==> src/rtl/pwdn_seq_pkg.sv <==
package pwdn_seq_pkg;

  // Output-port mode that selects the settling length.
  typedef enum logic {
    IFM_SPI   = 1'b0,
    IFM_FSYNC = 1'b1
  } ifm_e;

  function automatic int unsigned max_u(input int unsigned a, input int unsigned b);
    return (a > b) ? a : b;
  endfunction

  function automatic int unsigned bits_for(input int unsigned v);
    return (v < 2) ? 1 : $clog2(v + 1);
  endfunction

endpackage

==> src/rtl/pd_req_filter.sv <==
// Minimum low-pulse filter for one channel's sleep request.
module pd_req_filter #(
  parameter int unsigned MIN_LOW = 2
) (
  input  logic clk,
  input  logic rst_n,
  input  logic req_n,
  output logic down_q,
  output logic down_d
);
  localparam int unsigned LW = (MIN_LOW > 1) ? $clog2(MIN_LOW) : 1;
  localparam logic [LW-1:0] LIM = LW'(MIN_LOW - 1);

  logic [LW-1:0] low_cnt;
  logic [LW-1:0] low_nxt;

  // down_d is the state that the next edge will load.
  always_comb begin
    down_d  = !req_n && (down_q || (low_cnt == LIM));
    if (req_n)
      low_nxt = '0;
    else if (low_cnt == LIM)
      low_nxt = LIM;
    else
      low_nxt = low_cnt + 1'b1;
  end

  always_ff @(posedge clk or negedge rst_n) begin
    if (!rst_n) begin
      low_cnt <= '0;
      down_q  <= 1'b0;
    end else begin
      low_cnt <= low_nxt;
      down_q  <= down_d;
    end
  end
endmodule

==> src/rtl/settle_timer.sv <==
// Counts conversion strobes after a wake-up and raises ready at the target.
module settle_timer #(
  parameter int unsigned SPI_SETTLE = 130,
  parameter int unsigned FS_SETTLE  = 129
) (
  input  logic clk,
  input  logic rst_n,
  input  logic down_q,
  input  logic down_d,
  input  logic conv_stb,
  input  logic mode_fs,
  output logic ready
);
  import pwdn_seq_pkg::*;

  localparam int unsigned MAXT = max_u(SPI_SETTLE, FS_SETTLE);
  localparam int unsigned CW   = bits_for(MAXT);

  logic [CW-1:0] cnt;
  logic [CW-1:0] cnt_inc;
  logic [CW-1:0] tgt;
  logic          counting;

  always_comb begin
    tgt      = (ifm_e'(mode_fs) == IFM_FSYNC) ? CW'(FS_SETTLE) : CW'(SPI_SETTLE);
    cnt_inc  = cnt + 1'b1;
    counting = !down_q && !ready && conv_stb;
  end

  always_ff @(posedge clk or negedge rst_n) begin
    if (!rst_n) begin
      cnt   <= '0;
      ready <= 1'b0;
    end else if (down_d) begin
      cnt   <= '0;
      ready <= 1'b0;
    end else if (counting) begin
      if (cnt_inc >= tgt) begin
        cnt   <= '0;
        ready <= 1'b1;
      end else begin
        cnt <= cnt_inc;
      end
    end
  end
endmodule

==> src/rtl/restart_align.sv <==
// Shared restart pulse and all-channels-asleep flag.
module restart_align #(
  parameter int unsigned N_CH = 8
) (
  input  logic            clk,
  input  logic            rst_n,
  input  logic [N_CH-1:0] down_q,
  input  logic [N_CH-1:0] down_d,
  output logic            restart_stb,
  output logic            all_down
);
  logic [N_CH-1:0] waking;

  always_comb begin
    waking   = down_q & ~down_d;
    all_down = &down_q;
  end

  always_ff @(posedge clk or negedge rst_n) begin
    if (!rst_n) restart_stb <= 1'b0;
    else        restart_stb <= |waking;
  end
endmodule

==> src/rtl/pwdn_sequencer.sv <==
module pwdn_sequencer #(
  parameter int unsigned N_CH       = 8,
  parameter int unsigned MIN_LOW    = 2,
  parameter int unsigned SPI_SETTLE = 130,
  parameter int unsigned FS_SETTLE  = 129
) (
  input  logic            clk,
  input  logic            rst_n,
  input  logic [N_CH-1:0] pd_req_n,
  input  logic            conv_stb,
  input  logic            mode_fs,
  output logic [N_CH-1:0] ch_active,
  output logic [N_CH-1:0] ch_ready,
  output logic            all_down,
  output logic            restart_stb
);
  logic [N_CH-1:0] down_q;
  logic [N_CH-1:0] down_d;

  for (genvar g = 0; g < N_CH; g++) begin : g_ch
    pd_req_filter #(
      .MIN_LOW(MIN_LOW)
    ) u_filt (
      .clk   (clk),
      .rst_n (rst_n),
      .req_n (pd_req_n[g]),
      .down_q(down_q[g]),
      .down_d(down_d[g])
    );

    settle_timer #(
      .SPI_SETTLE(SPI_SETTLE),
      .FS_SETTLE (FS_SETTLE)
    ) u_tmr (
      .clk     (clk),
      .rst_n   (rst_n),
      .down_q  (down_q[g]),
      .down_d  (down_d[g]),
      .conv_stb(conv_stb),
      .mode_fs (mode_fs),
      .ready   (ch_ready[g])
    );
  end

  restart_align #(
    .N_CH(N_CH)
  ) u_align (
    .clk        (clk),
    .rst_n      (rst_n),
    .down_q     (down_q),
    .down_d     (down_d),
    .restart_stb(restart_stb),
    .all_down   (all_down)
  );

  assign ch_active = ~down_q;
endmodule

==> config.mk <==
export PLATFORM = sky130hd
export DESIGN_NAME = pwdn_sequencer
export DESIGN_NICKNAME = d
export VERILOG_FILES = /design/src/rtl/pwdn_seq_pkg.sv /design/src/rtl/pd_req_filter.sv /design/src/rtl/settle_timer.sv /design/src/rtl/restart_align.sv /design/src/rtl/pwdn_sequencer.sv
export SDC_FILE = /design/constraint.sdc
export NUM_CORES = 1
export LEC_CHECK = 0
export ABC_AREA = 1
export CAP_MARGIN = 5
export CORE_MARGIN = 10
export CORE_UTILIZATION = 56
export CTS_CLUSTER_DIAMETER = 50
export DETAILED_ROUTE_END_ITERATION = 8
export PLACE_DENSITY_LB_ADDON = 0.3
export SYNTH_ARGS = -nofsm -noshare
export SYNTH_HDL_FRONTEND = slang
export SYNTH_SLANG_ARGS = --single-unit
==> constraint.sdc <==
create_clock -name clk -period 2 [get_ports clk]
set_input_delay 0.4 -clock clk [delete_from_list [all_inputs] [get_ports clk]]
set_output_delay 0.4 -clock clk [all_outputs]
set_load 0.1 [all_outputs]
==> impl_results.md <==
- Outcome: finished, final reports clean
- Weighted congestion reported at the end of routability-driven placement: 0.868
- Final core area utilization: 67.3%
- Area occupied by registers: 0.00223 mm^2
- Max incr delay on CP: 0.50 ns
- Number of synthesized register bits: 89
- I/O pin total: 30
- Cell at the slowest stage of the critical path: sky130_fd_sc_hd__dfrtp_1
- Max clock buf depth: 2
- IO Port Bufs: 29
- Peak clock frequency supported by timing: 528 MHz
- Met1 Wirelength: 5530 um
- Clock Pin Slew Worst Setup and Hold Paths: 0.09 ns
- Synthesized netlist net count: 758
- Clock buffer count from CTS: 9
- Die Area: 0.0145 mm^2
- Row Count: 36
- Required time of the critical path: between 1.5 and 2 ns
- Via Count: 4872
- Relative slew margins: 75.5%
- Buffer cell driving the clock tree root: sky130_fd_sc_hd__clkbuf_8
- Leakage power total: 3.32 nW
- Vias in the first global route: 4885
- Sequential-to-total area share from yosys stat: between 30% and 40%
- Sinks on Clock Net: 89
- Cell Int Power: between 3 and 4 mW
- Worst-skew pair later-pin latency: between 0.3 and 0.4 ns
- Width of the die: about 120 um
- Number of nets in the layout: 814
- Syn. warnings: 0
- Fraction of power consumed by the clock network: about a quarter
- Synthesized cell area: 0.00565 mm^2
- Final standard cell area without fillers: 0.00661 mm^2
- Number of instances in the synthesized netlist: 722
- Count of unique library cells instantiated by Yosys: 34
- Number of nets with antenna violations after detailed routing: 0
- Fraction of post-synthesis cell area in the top cell type by area: 39.4%
- Final Skew: roughly 0.0056 ns
- Met3 WL: 483 um
- Largest fanout on the critical path: 4
- Switching power: 1.90 mW
- Cell Pwr Density: 800 mW/mm^2
- Remaining DRCs: 0
- First element of the critical path: g_ch[1].u_filt.down_q
- Reg2Reg Setup Slack: 0.14 ns
- H-Tree Level Count: 3
- Layout cells sized above 1: 20.4%
- Amount of wire on met2 after detailed routing: 6040 um
- Cell taking the most area after synthesis: sky130_fd_sc_hd__dfrtp_1
- Via-to-Cell Ratio: 5.32
- Antenna cells: 0
- Average detailed-routed wire length per instance: between 10 and 15 um
- Final hold viol count: 0
- Startpoint type of the worst setup path: register
- Pin count of the biggest net entering global routing: 46
- Placeable core region: 0.00982 mm^2
- Power share of the combinational group: a little under a third
- Most used cells in the layout excluding fill and tap cells: sky130_fd_sc_hd__nand2_1 (237), sky130_fd_sc_hd__inv_1 (98), sky130_fd_sc_hd__dfrtp_1 (88), sky130_fd_sc_hd__nand3_1 (43), sky130_fd_sc_hd__nor2_1 (39)
- Crit path cell chain: nand4_1 > nor2_2 > buf_12
- Endpoint class of the critical path: output pin
- Peak supply drop: 0.350 mV
- Proportion of power drawn by flip-flops and latches: 42.7%
- Pre-CTS setup slack: -0.275 ns
- Max-Cap Viols: 0
- Final worst-path cycle share: 94.7%
- First DRT Iteration DRCs: ~380
- Final Setup Violations: 0
- Final worst hold slack: around 0.42 ns
- Minimum clock period: 1.89 ns
- Smallest setup slack after layout: 0.106 ns
- Clock tree from TritonCTS: done
- Slew at the pin closest to its max-slew limit: 0.367 ns
- Filler cell count: 823
- Total buffers and inverters traversed by the critical path: 1
- Most frequent standard cell in the layout excluding fill and tap cells: sky130_fd_sc_hd__nand2_1
- Min-Delay Path Class: in2async
- Overall global routing resource usage: 17.8%
- Total iterations of the first detailed-routing run: 5
- WL final: 12400 um
- Sum Neg Setup Slack: 0 ns
- Avg Cell Area, Syn: 7.82 um^2
- Starting Density: 57.5%
- Most area-consuming cells after synthesis: sky130_fd_sc_hd__dfrtp_1 (39%), sky130_fd_sc_hd__nand2_1 (16%), sky130_fd_sc_hd__inv_1 (6.5%)
- Residual overflow from global routing: 0
- Data arrival time at the worst-slack endpoint: 1.49 ns
- Sum of net half-perimeters after detailed placement: 9060 um
- Layout Area Growth over Synthesis: 17.1%
- Top sig layer: met4
- Initial antenna violation count: 0
- Wire length of the first global-routing pass: 21700 um
- FF-to-FF Start: g_ch[3].u_tmr.cnt[1]
- CP delay by family, top: flip-flops
- Depth of the worst register-to-register path: 9
- Max Slew Vio Count: 0
- Vertical die dimension: between 100 and 150 um
- Start-to-end type of the worst setup path: reg2out
- Post-DP Area: 0.00626 mm^2
- Area taken by multi-input logic gates: 0.00302 mm^2
- Endpoint of the worst register-to-register path: g_ch[3].u_tmr.cnt[7]
- Switching part of the total: 35.9%
-- final cells by class --
class                      count  area share [%]
tap                          133            2.52
clock inverter                 6            1.25
multi-input combinational    516            45.6
inverter                     109            6.19
sequential                    89            33.7
timing repair buffer          53            8.82
clock buffer                  10            1.93
-- synth_stat cells, drive strengths merged --
library cell,instances
ha,24
dfrtp,89
a21oi,9
clkinv,3
o2111ai,1
o21ai,62
buf,8
nand3b,7
o21bai,4
o31ai,1
nand2,255
nor3,3
xnor2,14
xor2,1
nor2,50
a21boi,3
o22ai,3
nand4,30
or2,2
nand3,47
inv,106
-- kinds of logic after synthesis --
group	Yosys count	synth area share [%]
simple gates	394	31.7
compound gates	83	12.3
fa+ha+maj	24	5.32
buf+inv	117	8.31
flops	89	39.4
xor+xnor	15	2.99
-- sequential cells by signal (all words and copies together) (netlist names) --
signal               cells
g_ch.u_tmr.cnt          64
g_ch.u_filt.low_cnt      8
g_ch.u_tmr.ready         8
u_align.restart_stb      1
g_ch.u_filt.down_q       8
-- repair_timing --
action	CTS	global route
gates resized for setup	0	10
endpoints found under the setup margin	0	28
setup buffers	0	6
hold buffers	1	0
hold endpoints to repair	15	0
-- per-stage QoR --
step | power, mW | instances
floorplan | 3.37 | 722
global placement | 3.76 | 892
detailed placement | 3.83 | 892
CTS | 5.21 | 909
global route | 5.66 | 916
finish | 5.29 | 916
-- power groups by stage --
stage / combinational, mW / clock (mW) / sequential, mW
3_5_place_dp: 1.57 / 0 / 2.27
2_1_floorplan: 1.13 / 0 / 2.24
6_report: 1.68 / 1.35 / 2.26
4_1_cts: 1.58 / 1.39 / 2.23
5_1_grt: 1.91 / 1.45 / 2.29
3_3_place_gp: 1.50 / 0 / 2.26
-- layer usage --
metal,vias to the layer above,global-route usage [%]
li1,2417,-
met1,2324,21.6
met2,103,29.9
met3,28,3.82
met4,0,8.14
met5,-,0
-- worst max path at each step --
stage | end | slack [ns] | depth (start not counted)
after floorplan | g_ch[5].u_tmr.cnt[6] | 0.20 | 5
after global placement | g_ch[1].u_tmr.cnt[7] | -0.19 | 14
after detailed placement | g_ch[1].u_tmr.cnt[4] | -0.27 | 14
after CTS | all_down | 0.09 | 3
after global routing | g_ch[4].u_tmr.cnt[5] | -0.01 | 11
final | all_down | 0.11 | 3
Power figures use the tool's default switching activity.
